$ cat config.mk
export PLATFORM = sky130hd
export DESIGN_NAME = ecc_corrector
export DESIGN_NICKNAME = d
export VERILOG_FILES = /design/src/rtl/ecc_corr_pkg.sv /design/src/rtl/ecc_syndrome_decode.sv /design/src/rtl/ecc_rmw_ctrl.sv /design/src/rtl/ecc_err_tally.sv /design/src/rtl/ecc_corrector.sv
export SDC_FILE = /design/constraint.sdc
export NUM_CORES = 1
export LEC_CHECK = 0
export CAP_MARGIN = 5
export CELL_PAD_IN_SITES_DETAIL_PLACEMENT = 0
export CELL_PAD_IN_SITES_GLOBAL_PLACEMENT = 2
export CORE_MARGIN = 8
export CORE_UTILIZATION = 33
export DETAILED_ROUTE_END_ITERATION = 10
export DONT_BUFFER_PORTS = 1
export GPL_TIMING_DRIVEN = 0
export PLACE_DENSITY_LB_ADDON = 0.3
export SETUP_SLACK_MARGIN = 0.1
export SLEW_MARGIN = 10
export SYNTH_ARGS = -nofsm -noshare
export SYNTH_HDL_FRONTEND = slang
export SYNTH_SLANG_ARGS = --single-unit
$ cat constraint.sdc
create_clock -name clk -period 2 [get_ports clk]
set_input_delay 0.3 -clock clk [delete_from_list [all_inputs] [get_ports clk]]
set_output_delay 0.3 -clock clk [all_outputs]
set_load 0.005 [all_outputs]
$ cat src/rtl/ecc_corr_pkg.sv
package ecc_corr_pkg;

  typedef enum logic [1:0] {
    ST_CLEAN    = 2'b00,
    ST_DATA_FIX = 2'b01,
    ST_PARITY   = 2'b10,
    ST_UNCORR   = 2'b11
  } ecc_status_e;

  typedef enum logic [1:0] {
    PH_IDLE,
    PH_EVAL,
    PH_WRITE,
    PH_FINISH
  } rmw_phase_e;

endpackage

$ cat src/rtl/ecc_syndrome_decode.sv
module ecc_syndrome_decode
  import ecc_corr_pkg::*;
#(
  parameter int CODE_W          = 24,
  parameter bit STORED_INVERTED = 1'b1
) (
  input  logic [CODE_W-1:0]         stored_code,
  input  logic [CODE_W-1:0]         calc_code,
  output ecc_status_e               verdict,
  output logic [CODE_W/2-4:0]       byte_addr,
  output logic [7:0]                bit_mask,
  output logic [CODE_W/2-1:0]       odd_syn,
  output logic [CODE_W/2-1:0]       even_syn
);

  localparam int HALF_W = CODE_W / 2;

  logic [CODE_W-1:0] ref_code;

  // Whether the kept code needs complementing is a build-time variant
  generate
    if (STORED_INVERTED) begin : g_inv
      assign ref_code = ~stored_code;
    end else begin : g_plain
      assign ref_code = stored_code;
    end
  endgenerate

  function automatic logic single_bit(input logic [HALF_W-1:0] v);
    return (v != '0) && ((v & (v - 1'b1)) == '0);
  endfunction

  function automatic ecc_status_e classify(input logic [HALF_W-1:0] o,
                                           input logic [HALF_W-1:0] e);
    if ((o == '0) && (e == '0)) return ST_CLEAN;
    if (o == ~e)                return ST_DATA_FIX;
    if (single_bit(o | e))      return ST_PARITY;
    return ST_UNCORR;
  endfunction

  function automatic logic [7:0] mask_of(input logic [2:0] b);
    return 8'(1) << b;
  endfunction

  assign odd_syn   = ref_code[HALF_W-1:0]      ^ calc_code[HALF_W-1:0];
  assign even_syn  = ref_code[CODE_W-1:HALF_W] ^ calc_code[CODE_W-1:HALF_W];
  assign verdict   = classify(odd_syn, even_syn);
  assign byte_addr = odd_syn[HALF_W-1:3];
  assign bit_mask  = mask_of(odd_syn[2:0]);

endmodule

$ cat src/rtl/ecc_rmw_ctrl.sv
module ecc_rmw_ctrl
  import ecc_corr_pkg::*;
#(
  parameter int BYTE_AW = 9
) (
  input  logic               clk,
  input  logic               rst_n,
  input  logic               start,
  input  ecc_status_e        verdict,
  input  logic [BYTE_AW-1:0] dec_addr,
  input  logic [7:0]         dec_mask,
  input  logic [7:0]         mem_rdata,
  output logic               accept,
  output logic               busy,
  output logic               done,
  output ecc_status_e        status,
  output logic [BYTE_AW-1:0] fix_addr,
  output logic [7:0]         fix_mask,
  output logic               mem_rd,
  output logic               mem_wr,
  output logic [BYTE_AW-1:0] mem_addr,
  output logic [7:0]         mem_wdata
);

  rmw_phase_e         phase;
  ecc_status_e        status_q;
  logic [BYTE_AW-1:0] addr_q;
  logic [7:0]         mask_q;
  logic               is_fix;

  assign is_fix = (verdict == ST_DATA_FIX);

  always_ff @(posedge clk) begin
    if (!rst_n) begin
      phase    <= PH_IDLE;
      status_q <= ST_CLEAN;
      addr_q   <= '0;
      mask_q   <= '0;
    end else begin
      case (phase)
        PH_IDLE: if (start) phase <= PH_EVAL;
        PH_EVAL: begin
          status_q <= verdict;
          addr_q   <= is_fix ? dec_addr : '0;
          mask_q   <= is_fix ? dec_mask : '0;
          phase    <= is_fix ? PH_WRITE : PH_FINISH;
        end
        PH_WRITE:  phase <= PH_FINISH;
        default:   phase <= PH_IDLE;
      endcase
    end
  end

  assign accept    = (phase == PH_IDLE) && start;
  assign busy      = (phase != PH_IDLE);
  assign done      = (phase == PH_FINISH);
  assign status    = status_q;
  assign fix_addr  = addr_q;
  assign fix_mask  = mask_q;
  assign mem_rd    = (phase == PH_EVAL) && is_fix;
  assign mem_wr    = (phase == PH_WRITE);
  assign mem_addr  = (phase == PH_EVAL) ? dec_addr : addr_q;
  assign mem_wdata = mem_rdata ^ mask_q;

endmodule

$ cat src/rtl/ecc_err_tally.sv
module ecc_err_tally #(
  parameter int CNT_W = 16
) (
  input  logic             clk,
  input  logic             rst_n,
  input  logic             clr,
  input  logic             bump,
  output logic [CNT_W-1:0] count
);

  always_ff @(posedge clk) begin
    if (!rst_n)    count <= '0;
    else if (clr)  count <= '0;
    else if (bump) count <= count + 1'b1;
  end

endmodule

$ cat src/rtl/ecc_corrector.sv
module ecc_corrector
  import ecc_corr_pkg::*;
#(
  parameter int CODE_W          = 24,
  parameter int CNT_W           = 16,
  parameter bit STORED_INVERTED = 1'b1,
  localparam int BYTE_AW        = CODE_W / 2 - 3
) (
  input  logic               clk,
  input  logic               rst_n,
  input  logic               start,
  input  logic [CODE_W-1:0]  stored_code,
  input  logic [CODE_W-1:0]  calc_code,
  output logic               busy,
  output logic               done,
  output logic [1:0]         status,
  output logic [BYTE_AW-1:0] fix_addr,
  output logic [7:0]         fix_mask,
  output logic               mem_rd,
  output logic               mem_wr,
  output logic [BYTE_AW-1:0] mem_addr,
  output logic [7:0]         mem_wdata,
  input  logic [7:0]         mem_rdata,
  input  logic               cnt_clr,
  output logic [CNT_W-1:0]   corr_cnt,
  output logic [CNT_W-1:0]   fail_cnt
);

  localparam int HALF_W  = CODE_W / 2;
  localparam int N_TALLY = 2;

  logic [CODE_W-1:0]  stored_q, calc_q;
  ecc_status_e        verdict, status_e;
  logic [BYTE_AW-1:0] dec_addr;
  logic [7:0]         dec_mask;
  logic [HALF_W-1:0]  odd_syn, even_syn;

  // Named events, brought out for the checker
  logic accept_evt;
  logic fix_evt;
  logic finish_evt;
  logic [N_TALLY-1:0] tally_bump;
  logic [CNT_W-1:0]   tally_cnt [N_TALLY];

  always_ff @(posedge clk) begin
    if (!rst_n) begin
      stored_q <= '0;
      calc_q   <= '0;
    end else if (accept_evt) begin
      stored_q <= stored_code;
      calc_q   <= calc_code;
    end
  end

  ecc_syndrome_decode #(
    .CODE_W          (CODE_W),
    .STORED_INVERTED (STORED_INVERTED)
  ) dec_i (
    .stored_code (stored_q),
    .calc_code   (calc_q),
    .verdict     (verdict),
    .byte_addr   (dec_addr),
    .bit_mask    (dec_mask),
    .odd_syn     (odd_syn),
    .even_syn    (even_syn)
  );

  ecc_rmw_ctrl #(.BYTE_AW(BYTE_AW)) ctrl_i (
    .clk       (clk),
    .rst_n     (rst_n),
    .start     (start),
    .verdict   (verdict),
    .dec_addr  (dec_addr),
    .dec_mask  (dec_mask),
    .mem_rdata (mem_rdata),
    .accept    (accept_evt),
    .busy      (busy),
    .done      (finish_evt),
    .status    (status_e),
    .fix_addr  (fix_addr),
    .fix_mask  (fix_mask),
    .mem_rd    (mem_rd),
    .mem_wr    (fix_evt),
    .mem_addr  (mem_addr),
    .mem_wdata (mem_wdata)
  );

  assign done   = finish_evt;
  assign mem_wr = fix_evt;
  assign status = status_e;

  assign tally_bump[0] = finish_evt &&
                         ((status_e == ST_DATA_FIX) || (status_e == ST_PARITY));
  assign tally_bump[1] = finish_evt && (status_e == ST_UNCORR);

  generate
    for (genvar t = 0; t < N_TALLY; t++) begin : g_tally
      ecc_err_tally #(.CNT_W(CNT_W)) tally_i (
        .clk   (clk),
        .rst_n (rst_n),
        .clr   (cnt_clr),
        .bump  (tally_bump[t]),
        .count (tally_cnt[t])
      );
    end
  endgenerate

  assign corr_cnt = tally_cnt[0];
  assign fail_cnt = tally_cnt[1];

endmodule

# Yosys cells after proc, flatten, opt, wreduce, memory -nomap -nowiden
# Index checks and enable logic that the tools add are counted.
[word_totals]
reg_bits = 101
input_bits = 60
out_inout_bits = 72
[op_classes]
add_sub_neg = 3
n_eq_ne = 9
shift = 1
mux = 18
bitwise_logic = 8
reduce_logical = 14
[op_table]
columns = ["operator", "n"]
rows = [
  ["12-bit zero test", 3],
  ["16-bit by 1-bit adder with 16-bit output, second input constant", 2],
  ["24-bit NOT", 1],
  ["12-bit XOR", 2],
  ["9-bit two-way mux", 2],
  ["2-bit two-way mux", 7],
  ["12-bit AND", 1],
  ["12-bit == test", 1],
  ["12-bit NOT", 1],
  ["12-bit bitwise OR", 1],
  ["12-bit nonzero test", 1],
  ["12-bit by 1-bit subtractor with 12-bit output, second input constant", 1],
  ["2-bit == test, second input constant", 4],
  ["8-bit two-way mux", 1],
  ["1-bit by 3-bit left shift with 8-bit output, first input constant", 1],
  ["8-bit XOR", 1],
  ["1-bit two-way mux", 7],
  ["2-bit by 1-bit == test with 1-bit output, second input constant", 3],
  ["1-bit logical AND", 6],
  ["2-bit one-hot mux with 3 select lines", 1],
  ["2-bit zero test", 1],
  ["2-bit != test, second input constant", 1],
  ["2-bit nonzero test", 1],
  ["2-bit OR reduction", 1],
  ["other kinds (2)", 2],
]

# Logic depth before layout (Yosys ltp)
# Gate-level depths: netlist (run 1).
[depth]
depth_word = 16
mapped_depth = 9

# By module
# A second synthesis (run 1) with hierarchy kept.
[hier_totals]
cells_unflattened = 536
area_unflattened_um2 = 5170.0
[by_module_without_submodules]
columns = ["mod", "instances", "cells_per_inst", "area_per_inst_um2", "seq_area_each_um2"]
rows = [
  ["ecc_corrector", 1, 158, 1870.5, 960.9],
  ["ecc_err_tally", 2, 82, 708.2, 320.3],
  ["ecc_rmw_ctrl", 1, 90, 1016.0, 420.4],
  ["ecc_syndrome_decode", 1, 124, 867.1, 0.0],
]

# Least setup slack after synthesis (run 1)
# Ideal clock, no wire load.
[synth_path]
kind = "reg2reg"
from = "register calc_q[2]"
to = "register ctrl_i.phase[0]"
t_arrival_ns = 2.074
required_ns = 1.878
setup_slack_ns = -0.196
path_stages_with_launch = 9
path_buffers = 0
synth_period_minus_slack_ns = 2.196
cell_sequence = "dfxtp_1 xnor2_1 inv_1 ha_1 nand4_1 or3_1 a21oi_2 nor2_1 o311a_1"
[synth_via]
elab_chain_len = 15
elab_cells_between_ends = 24
cone_classes = "add/sub: 1; eq/ne: 2; mux: 13; bitwise: 3; reduce/logical: 5"
[synth_lines]
columns = ["item", "line", "rtl"]
rows = [
  ["from (decl)", "ecc_corrector.sv:32", "logic [CODE_W-1:0] stored_q, calc_q;"],
  ["from (signal assigned)", "ecc_corrector.sv:51", "calc_q <= calc_code;"],
  ["12-bit XOR *", "ecc_syndrome_decode.sv:45", "assign odd_syn = ref_code[HALF_W-1:0] ^ calc_code[HALF_W-1:0];"],
  ["12-bit bitwise OR", "ecc_syndrome_decode.sv:37", "if (single_bit(o | e)) return ST_PARITY;"],
  ["12-bit by 1-bit subtractor with 12-bit output", "ecc_syndrome_decode.sv:30", "return (v != '0) && ((v & (v - 1'b1)) == '0);"],
  ["12-bit AND", "ecc_syndrome_decode.sv:30", ""],
  ["12-bit zero test", "ecc_syndrome_decode.sv:30", ""],
  ["1-bit logical AND", "ecc_syndrome_decode.sv:30", ""],
  ["1-bit two-way mux (2 in a row)", "ecc_syndrome_decode.sv:37", ""],
  ["1-bit two-way mux", "ecc_syndrome_decode.sv:36", "if (o == ~e) return ST_DATA_FIX;"],
  ["2-bit two-way mux", "ecc_syndrome_decode.sv:38", "return ST_UNCORR;"],
  ["2-bit two-way mux", "ecc_syndrome_decode.sv:37", ""],
  ["2-bit two-way mux *", "ecc_syndrome_decode.sv:36", ""],
  ["2-bit by 1-bit == test with 1-bit output *", "ecc_rmw_ctrl.sv:31", "assign is_fix = (verdict == ST_DATA_FIX);"],
  ["1-bit two-way mux *", "ecc_rmw_ctrl.sv:46", "phase <= is_fix ? PH_WRITE : PH_FINISH;"],
  ["2-bit one-hot mux with 3 select lines *", "ecc_rmw_ctrl.sv:40", "case (phase)"],
  ["to (signal assigned)", "ecc_rmw_ctrl.sv:46", ""],
  ["to (decl)", "ecc_rmw_ctrl.sv:25", "rmw_phase_e phase;"],
]
# Mark *: on every way between the ends. The rest lies on a longest branch, timed or not. The select of a mux whose other input is x is not followed.
# A chain may end at the register's enable or synchronous reset.

# Worst setup path in the final report (run 1)
[layout_path]
from = "register stored_q[1]"
to = "output mem_rd"
[layout_via]
elab_chain_len = 15
elab_cells_between_ends = 24
cone_classes = "add/sub: 1; eq/ne: 2; mux: 11; bitwise: 4; reduce/logical: 6"
[layout_lines]
columns = ["item", "line", "rtl"]
rows = [
  ["from (decl)", "ecc_corrector.sv:32", ""],
  ["from (signal assigned)", "ecc_corrector.sv:50", "stored_q <= stored_code;"],
  ["24-bit NOT *", "ecc_syndrome_decode.sv:23", "assign ref_code = ~stored_code;"],
  ["12-bit XOR *", "ecc_syndrome_decode.sv:45", ""],
  ["12-bit bitwise OR", "ecc_syndrome_decode.sv:37", ""],
  ["12-bit by 1-bit subtractor with 12-bit output", "ecc_syndrome_decode.sv:30", ""],
  ["12-bit AND", "ecc_syndrome_decode.sv:30", ""],
  ["12-bit zero test", "ecc_syndrome_decode.sv:30", ""],
  ["1-bit logical AND", "ecc_syndrome_decode.sv:30", ""],
  ["1-bit two-way mux (2 in a row)", "ecc_syndrome_decode.sv:37", ""],
  ["1-bit two-way mux", "ecc_syndrome_decode.sv:36", ""],
  ["2-bit two-way mux", "ecc_syndrome_decode.sv:38", ""],
  ["2-bit two-way mux", "ecc_syndrome_decode.sv:37", ""],
  ["2-bit two-way mux *", "ecc_syndrome_decode.sv:36", ""],
  ["2-bit by 1-bit == test with 1-bit output *", "ecc_rmw_ctrl.sv:31", ""],
  ["1-bit logical AND *", "ecc_rmw_ctrl.sv:60", "assign mem_rd = (phase == PH_EVAL) && is_fix;"],
  ["to (decl)", "ecc_corrector.sv:19", "output logic mem_rd,"],
]
# Marked as above.

==> summary.md, run 1 <==
| Metric | Value |
|---|---|
| CTS Sinks | 101 |
| Row count | 43 |
| First-pass GRT wire length | 20.8 mm |
| Die W | 136 µm |
| Mapped Nets | 640 |
| Cells after synthesis | 560 |
| Largest net degree at the start of global routing | 16 |
| Syn Area/Cell | 8.45 µm² |
| Via count | 3825 |
| Placer Congestion | 0.853 |
| Buf/Inv on CP | 1 |
| Routed WL | 13.7 mm |
| Gr ovfl total | 0 |
| Post-CTS Hold Fix Bufs | 0 |
| Worst Slack Setup Final | -0.325 ns |
| Crit end category | output pin |
| Residual DRC | 0 |
| Final ANT Viol Nets | 0 |
| Final Cycle Share | 1.16 |
| Slew margin rel. | 0.484 |
| Slew Viols, Final | 0 |
| Reg power frac | 0.396 |
| Diodes inserted | 0 |
| P_leak | 2.28 nW |
| CTS max path bufs | 2 |
| Chip height | 136 µm |
| CP max stage cell | dfxtp_4 |
| Mapped Area | 4730 µm² |
| Critical path required time | 1.70 ns |
| Layout cells sized above 1 | 0.216 |
| Kind of critical path | reg2out |
| Worst-path cell chain | xnor2_4 > inv_2 > ha_4 > nand4_1 > or3_4 > a21o_4 > nor2_4 |
| Hold slack | 0.0814 ns |
| Min-Delay Path Class | in2reg |
| Drt pass-1 iters | 4 |
| Multi-input logic area | 3080 µm² |
| Clock network fraction of total power | 0.257 |
| P&R area growth vs syn | 27.2% |
| Latest clock arrival within the worst-skew pair | 0.35 ns |
| Part of the power in combinational logic | 0.347 |
| Filler cell count | 1372 |
| Clock buffer count from CTS | 9 |
| Worst path max stage delay | 0.36 ns |
| Initial antenna violation count | 0 |
| Register area | 2070 µm² |
| Final Non-Filler Cells | 781 |
| Core area | 13900 µm² |
| Worst-path clk slew | 0.07 ns |
| RSZ-0062 raised after global routing | yes |
| Vias per cell | 4.90 |
| Post-detail-place hpwl | 10.2 mm |
| Switching Power | 0.00247 W |
| Wire per inst | 17.5 µm |
| Pwr Density | 1110 nW/µm² |
| Switching part of the total | 0.369 |
| Final Hold Viols | 0 |
| Final Critical Period | 2.32 ns |
| Yosys cell types | 37 |
| Seq cells post-synth | 101 |
| Clock root buffer master | clkbuf_16 |
| Failing checks | negative setup slack |
| Fmax | 430 MHz |
| Starting DRT DRC Count | 140 |
| Max-cap violation count | 0 |
| Final setup vio count | 21 |
| Startpoint type of the worst setup path | register |
| NumNets Final | 676 |
| Number of buffers added on ports | 0 |
| Sequential area share after synthesis | 0.427 |
| Initial Util | 0.340 |
| TritonCTS clock tree | yes |
| Least-Margin Pin Slew | 0.774 ns |
| Dpl cells | 740 |
| Die area | 18400 µm² |
| Status | complete, but fails checks |
| Peak VDD IR | 0.461 mV |
| Cell family with most CP delay | simple AND/OR/NAND/NOR gates |
| Total I/O pin count | 132 |
| Total GRT Usage | 0.148 |
| Critical path data arrival time | 2.02 ns |
| Vias in the first global route | 3792 |
| Worst Skew | 0.00789 ns |
| Max FO, Critical Path | 2 |
| P_int | 0.00423 W |
| H-Tree Depth | 3 |
| YS warnings | 0 |
area by class of cell:
cell class	count	area share
plain buffers	27	0.0218
multi-input cells	424	0.512
clock inverters	2	0.00582
well taps	180	0.0374
clock buffers	14	0.0405
repair buffers	24	0.0330
inverters	9	0.00603
flip-flops and latches	101	0.343
worst paths after layout:
check                           cells past startpoint  slack, ns      startpoint         endpoint
worst max-delay path                                7      -0.32     stored_q[1]           mem_rd
worst min-delay path                                2       0.08  stored_code[0]      stored_q[0]
worst max register to register                     10      -0.24     stored_q[1]  ctrl_i.phase[0]
worst min register to register                      2       0.47    stored_q[18]     stored_q[18]
through the flow:
step | setup slack, ns | total power (W) | area [µm²] | setup TNS (ns) | utilization
global placement | -0.429 | 0.00434 | 5040 | -6.68 | 0.362
global route | -0.405 | 0.00712 | 6020 | -5.66 | 0.432
finish | -0.325 | 0.00669 | 6020 | -3.66 | 0.432
detailed placement | -0.438 | 0.00439 | 5040 | -8.68 | 0.362
CTS | -0.381 | 0.00660 | 5860 | -4.70 | 0.421
floorplan | -0.00204 | 0.00377 | 4810 | -0.00204 | -
cells in the final DEF (no fill, tap or decap), types with 14 or more instances in the layout:
master	count
a21boi_0	49
buf_4	19
clkbuf_1	20
dfxtp_1	76
dfxtp_2	20
nand2_1	132
nand4_1	17
nor2_1	35
nor2b_1	16
xor2_1	30
xor2_2	14
kinds of logic after synthesis:
logic type      count (synthesis)  synth area share
fa+ha+maj                      20            0.0529
mux                             4           0.00846
buf+inv                        36            0.0286
compound gates                 94             0.138
xor+xnor                       56             0.105
simple gates                  249             0.240
flops                         101             0.427
power groups by stage:
stage	Combinational (W)	Sequential (W)	Clock (W)
detailed placement	0.00181	0.00258	0
global placement	0.00177	0.00257	0
floorplan	0.00126	0.00251	0
finish	0.00233	0.00265	0.00172
global route	0.00256	0.00269	0.00186
CTS	0.00220	0.00262	0.00178
registers in the layout, indices dropped and copies added (netlist names):
| register | flops |
|---|---|
| ctrl_i.status | 2 |
| stored_q | 24 |
| ctrl_i.fix_addr | 9 |
| ctrl_i.fix_mask | 8 |
| g_tally.tally_i.count | 32 |
| calc_q | 24 |
| ctrl_i.phase | 2 |
synthesized netlist by cell type:
cell / number / area share
a31oi_1: 2 / 0.0026
nand3_1: 11 / 0.012
ha_1: 20 / 0.053
nand2b_1: 1 / 0.0013
mux2i_1: 4 / 0.0085
dfxtp_1: 101 / 0.43
xnor2_1: 7 / 0.013
a21oi_1: 9 / 0.0095
nor4_1: 6 / 0.0079
o21ai_0: 19 / 0.020
xor2_2: 1 / 0.0034
inv_1: 9 / 0.0071
a21o_2: 1 / 0.0019
nand4_2: 1 / 0.0026
o21a_1: 5 / 0.0079
o211ai_1: 1 / 0.0016
nand2_1: 132 / 0.10
a21oi_2: 1 / 0.0019
nor2_1: 38 / 0.030
nor4_4: 1 / 0.0045
buf_1: 6 / 0.0048
xor2_1: 48 / 0.089
and2_1: 6 / 0.0079
a21boi_0: 49 / 0.078
a2111oi_0: 1 / 0.0019
nor3_1: 5 / 0.0053
or2_2: 2 / 0.0026
and3_1: 5 / 0.0066
o21ai_4: 1 / 0.0034
or4_1: 1 / 0.0016
a22o_1: 3 / 0.0056
o311a_1: 1 / 0.0021
or3_1: 7 / 0.0093
nand4_1: 17 / 0.022
clkbuf_1: 21 / 0.017
a21o_1: 1 / 0.0016
nor2b_1: 16 / 0.021
routing by layer:
| metal | track usage | up-vias | share of wire |
|---|---|---|---|
| met3 | 0.0560 | 9 | 0.078 |
| met2 | 0.238 | 91 | 0.48 |
| met4 | 0.0450 | 0 | 0.012 |
| li1 | - | 1938 | - |
| met1 | 0.178 | 1787 | 0.43 |
| met5 | 0 | - | 0 |
what timing repair did:
item / in CTS / in global routing
setup buffers: 22 / 2
gates resized for setup: 81 / 37
gates cloned: 1 / 0
pin swaps: 16 / 7
endpoints found under the hold margin: 0 / 0
endpoints found under the setup margin: 66 / 56
(Power assumes the default switching activity.)
==> inputs of run 2 (changes only) <==
CELL_PAD_IN_SITES_DETAIL_PLACEMENT = unset   (was 0)
CELL_PAD_IN_SITES_GLOBAL_PLACEMENT = unset   (was 2)
CORE_UTILIZATION = 50   (was 33)
SETUP_SLACK_MARGIN = unset   (was 0.1)
==> summary.md, run 2 (synthesized netlist as in run 1, its figures left out) <==
| Metric | Value |
|---|---|
| CTS max path bufs | 2 |
| Slew Viols, Final | 0 |
| Vias per cell | 5.41 |
| P&R area growth vs syn | 24.4% |
| Largest reg by FF count | g_tally.tally_i.count |
| CTS Sinks | 101 |
| RSZ-0062 raised after global routing | yes |
| Final Cycle Share | 1.18 |
| Final ANT Viol Nets | 0 |
| Final setup vio count | 21 |
| First-pass GRT wire length | 19.5 mm |
| H-Tree Depth | 3 |
| Die area | 12800 µm² |
| Min-Delay Path Class | in2reg |
| Chip height | 113 µm |
| Critical path data arrival time | 2.07 ns |
| Status | complete, but fails checks |
| Peak VDD IR | 0.559 mV |
| Clock root buffer master | clkbuf_8 |
| Post-detail-place hpwl | 9.33 mm |
| Residual DRC | 0 |
| Worst-path cell chain | xnor2_4 > inv_2 > ha_4 > nand4_1 > or3_4 > a21o_4 > nor2_4 |
| Die W | 113 µm |
| Vias in the first global route | 3762 |
| Row count | 35 |
| Number of buffers added on ports | 0 |
| Reg2reg start | stored_q[1] |
| Slew margin rel. | 0.562 |
| Via count | 3865 |
| P_leak | 2.20 nW |
| Most common cell after layout, fill and taps aside | nand2_1 |
| Final core utilization | 0.640 |
| Kind of critical path | reg2out |
| Diodes inserted | 0 |
| Crit. Startpoint | stored_q[1] |
| Final Hold Viols | 0 |
| Initial antenna violation count | 0 |
| Power, Total | 0.00625 W |
| Startpoint type of the worst setup path | register |
| Final Critical Period | 2.37 ns |
| Largest register FFs | 32 |
| Drt pass-1 iters | 4 |
| Initial Util | 0.515 |
| Total GRT Usage | 0.191 |
| Pwr Density | 1060 nW/µm² |
| TritonCTS clock tree | yes |
| CP max stage cell | dfxtp_4 |
| Least-Margin Pin Slew | 0.657 ns |
| Fmax | 423 MHz |
| Latest clock arrival within the worst-skew pair | 0.37 ns |
| Max-cap violation count | 0 |
| Total I/O pin count | 132 |
| Gr ovfl total | 0 |
| Largest net degree at the start of global routing | 18 |
| Setup_tns | -4.74 ns |
| Most frequent cells in the layout | nand2_1 (132), dfxtp_1 (72), a21boi_0 (48), nor2_1 (36), xor2_1 (29) |
| Worst path max stage delay | 0.38 ns |
| Routed WL | 12.8 mm |
| Max FO, Critical Path | 3 |
| Hold Path Origin | stored_code[7] |
| NumNets Final | 678 |
| Wire per inst | 17.9 µm |
| Worst Skew | 0.0201 ns |
| Critical path required time | 1.70 ns |
| Worst-path clk slew | 0.10 ns |
| Crit end category | output pin |
| Placer Congestion | 0.860 |
| Layout cells sized above 1 | 0.234 |
| Starting DRT DRC Count | 205 |
| Biggest regs | g_tally.tally_i.count x32, calc_q x24, stored_q x24 |
| Clock buffer count from CTS | 9 |
| Worst Slack Setup Final | -0.366 ns |
| Core area | 9200 µm² |
| Failing checks | negative setup slack |
==> run 2: repair_timing <==
item | 4_1_cts | 5_1_grt
endpoints found under the setup margin | 48 | 60
pin swaps | 13 | 32
buffers inserted | 13 | 16
gates cloned | 1 | 0
hold buffers | 0 | 0
resized for setup | 50 | 77
==> run 2: worst paths after layout <==
| check | endpoint | slack (ns) | cells after the start |
|---|---|---|---|
| worst min-delay path | stored_q[7] | 0.06 | 2 |
| worst max-delay path | mem_rd | -0.37 | 7 |
| worst max register to register | ctrl_i.phase[0] | -0.29 | 10 |
| worst min register to register | stored_q[20] | 0.49 | 2 |
==> run 2: cell type report <==
type | instances | area [µm²]
well taps | 111 | 139
clock inverters | 6 | 68.8
multi-input cells | 424 | 3080
plain buffers | 25 | 115
flip-flops and latches | 101 | 2090
clock buffers | 10 | 128
inverters | 9 | 38.8
fillers | 784 | 3310
repair buffers | 28 | 226
==> run 2: routing by layer <==
metal  global-route usage  routed length [µm]
met4               0.0488                 110
met2                0.322                6260
met1                0.224                5330
met5                    0                   0
met3               0.0719                1080
==> run 2: worst max-delay path, delay by kind of cell, from the launching register on <==
kind            cells  cell delay [ns]
xor+xnor            1             0.24
buf+inv             1             0.09
fa+ha+maj           1             0.26
compound gates      1             0.21
simple gates        3             0.52
flops               1             0.38
==> run 2: through the flow <==
| stage | std cells | hold WS, ns | area, µm² | setup WS (ns) |
|---|---|---|---|---|
| floorplan | 560 | 0.434 | 4810 | -0.00204 |
| global placement | 671 | 0.440 | 4950 | -0.359 |
| detailed placement | 671 | 0.454 | 4950 | -0.402 |
| CTS | 701 | 0.0526 | 5520 | -0.406 |
| global route | 714 | 0.0381 | 5880 | -0.453 |
| finish | 714 | 0.0569 | 5880 | -0.366 |
==> run 2: power by group <==
group	total [W]	leakage, nW	switching, W	internal [W]
Sequential	0.00265	0.838	0.000327	0.00233
Clock	0.00132	0.0973	0.000728	0.000589
Combinational	0.00228	1.26	0.00135	0.000935
Total	0.00625	2.20	0.00240	0.00385
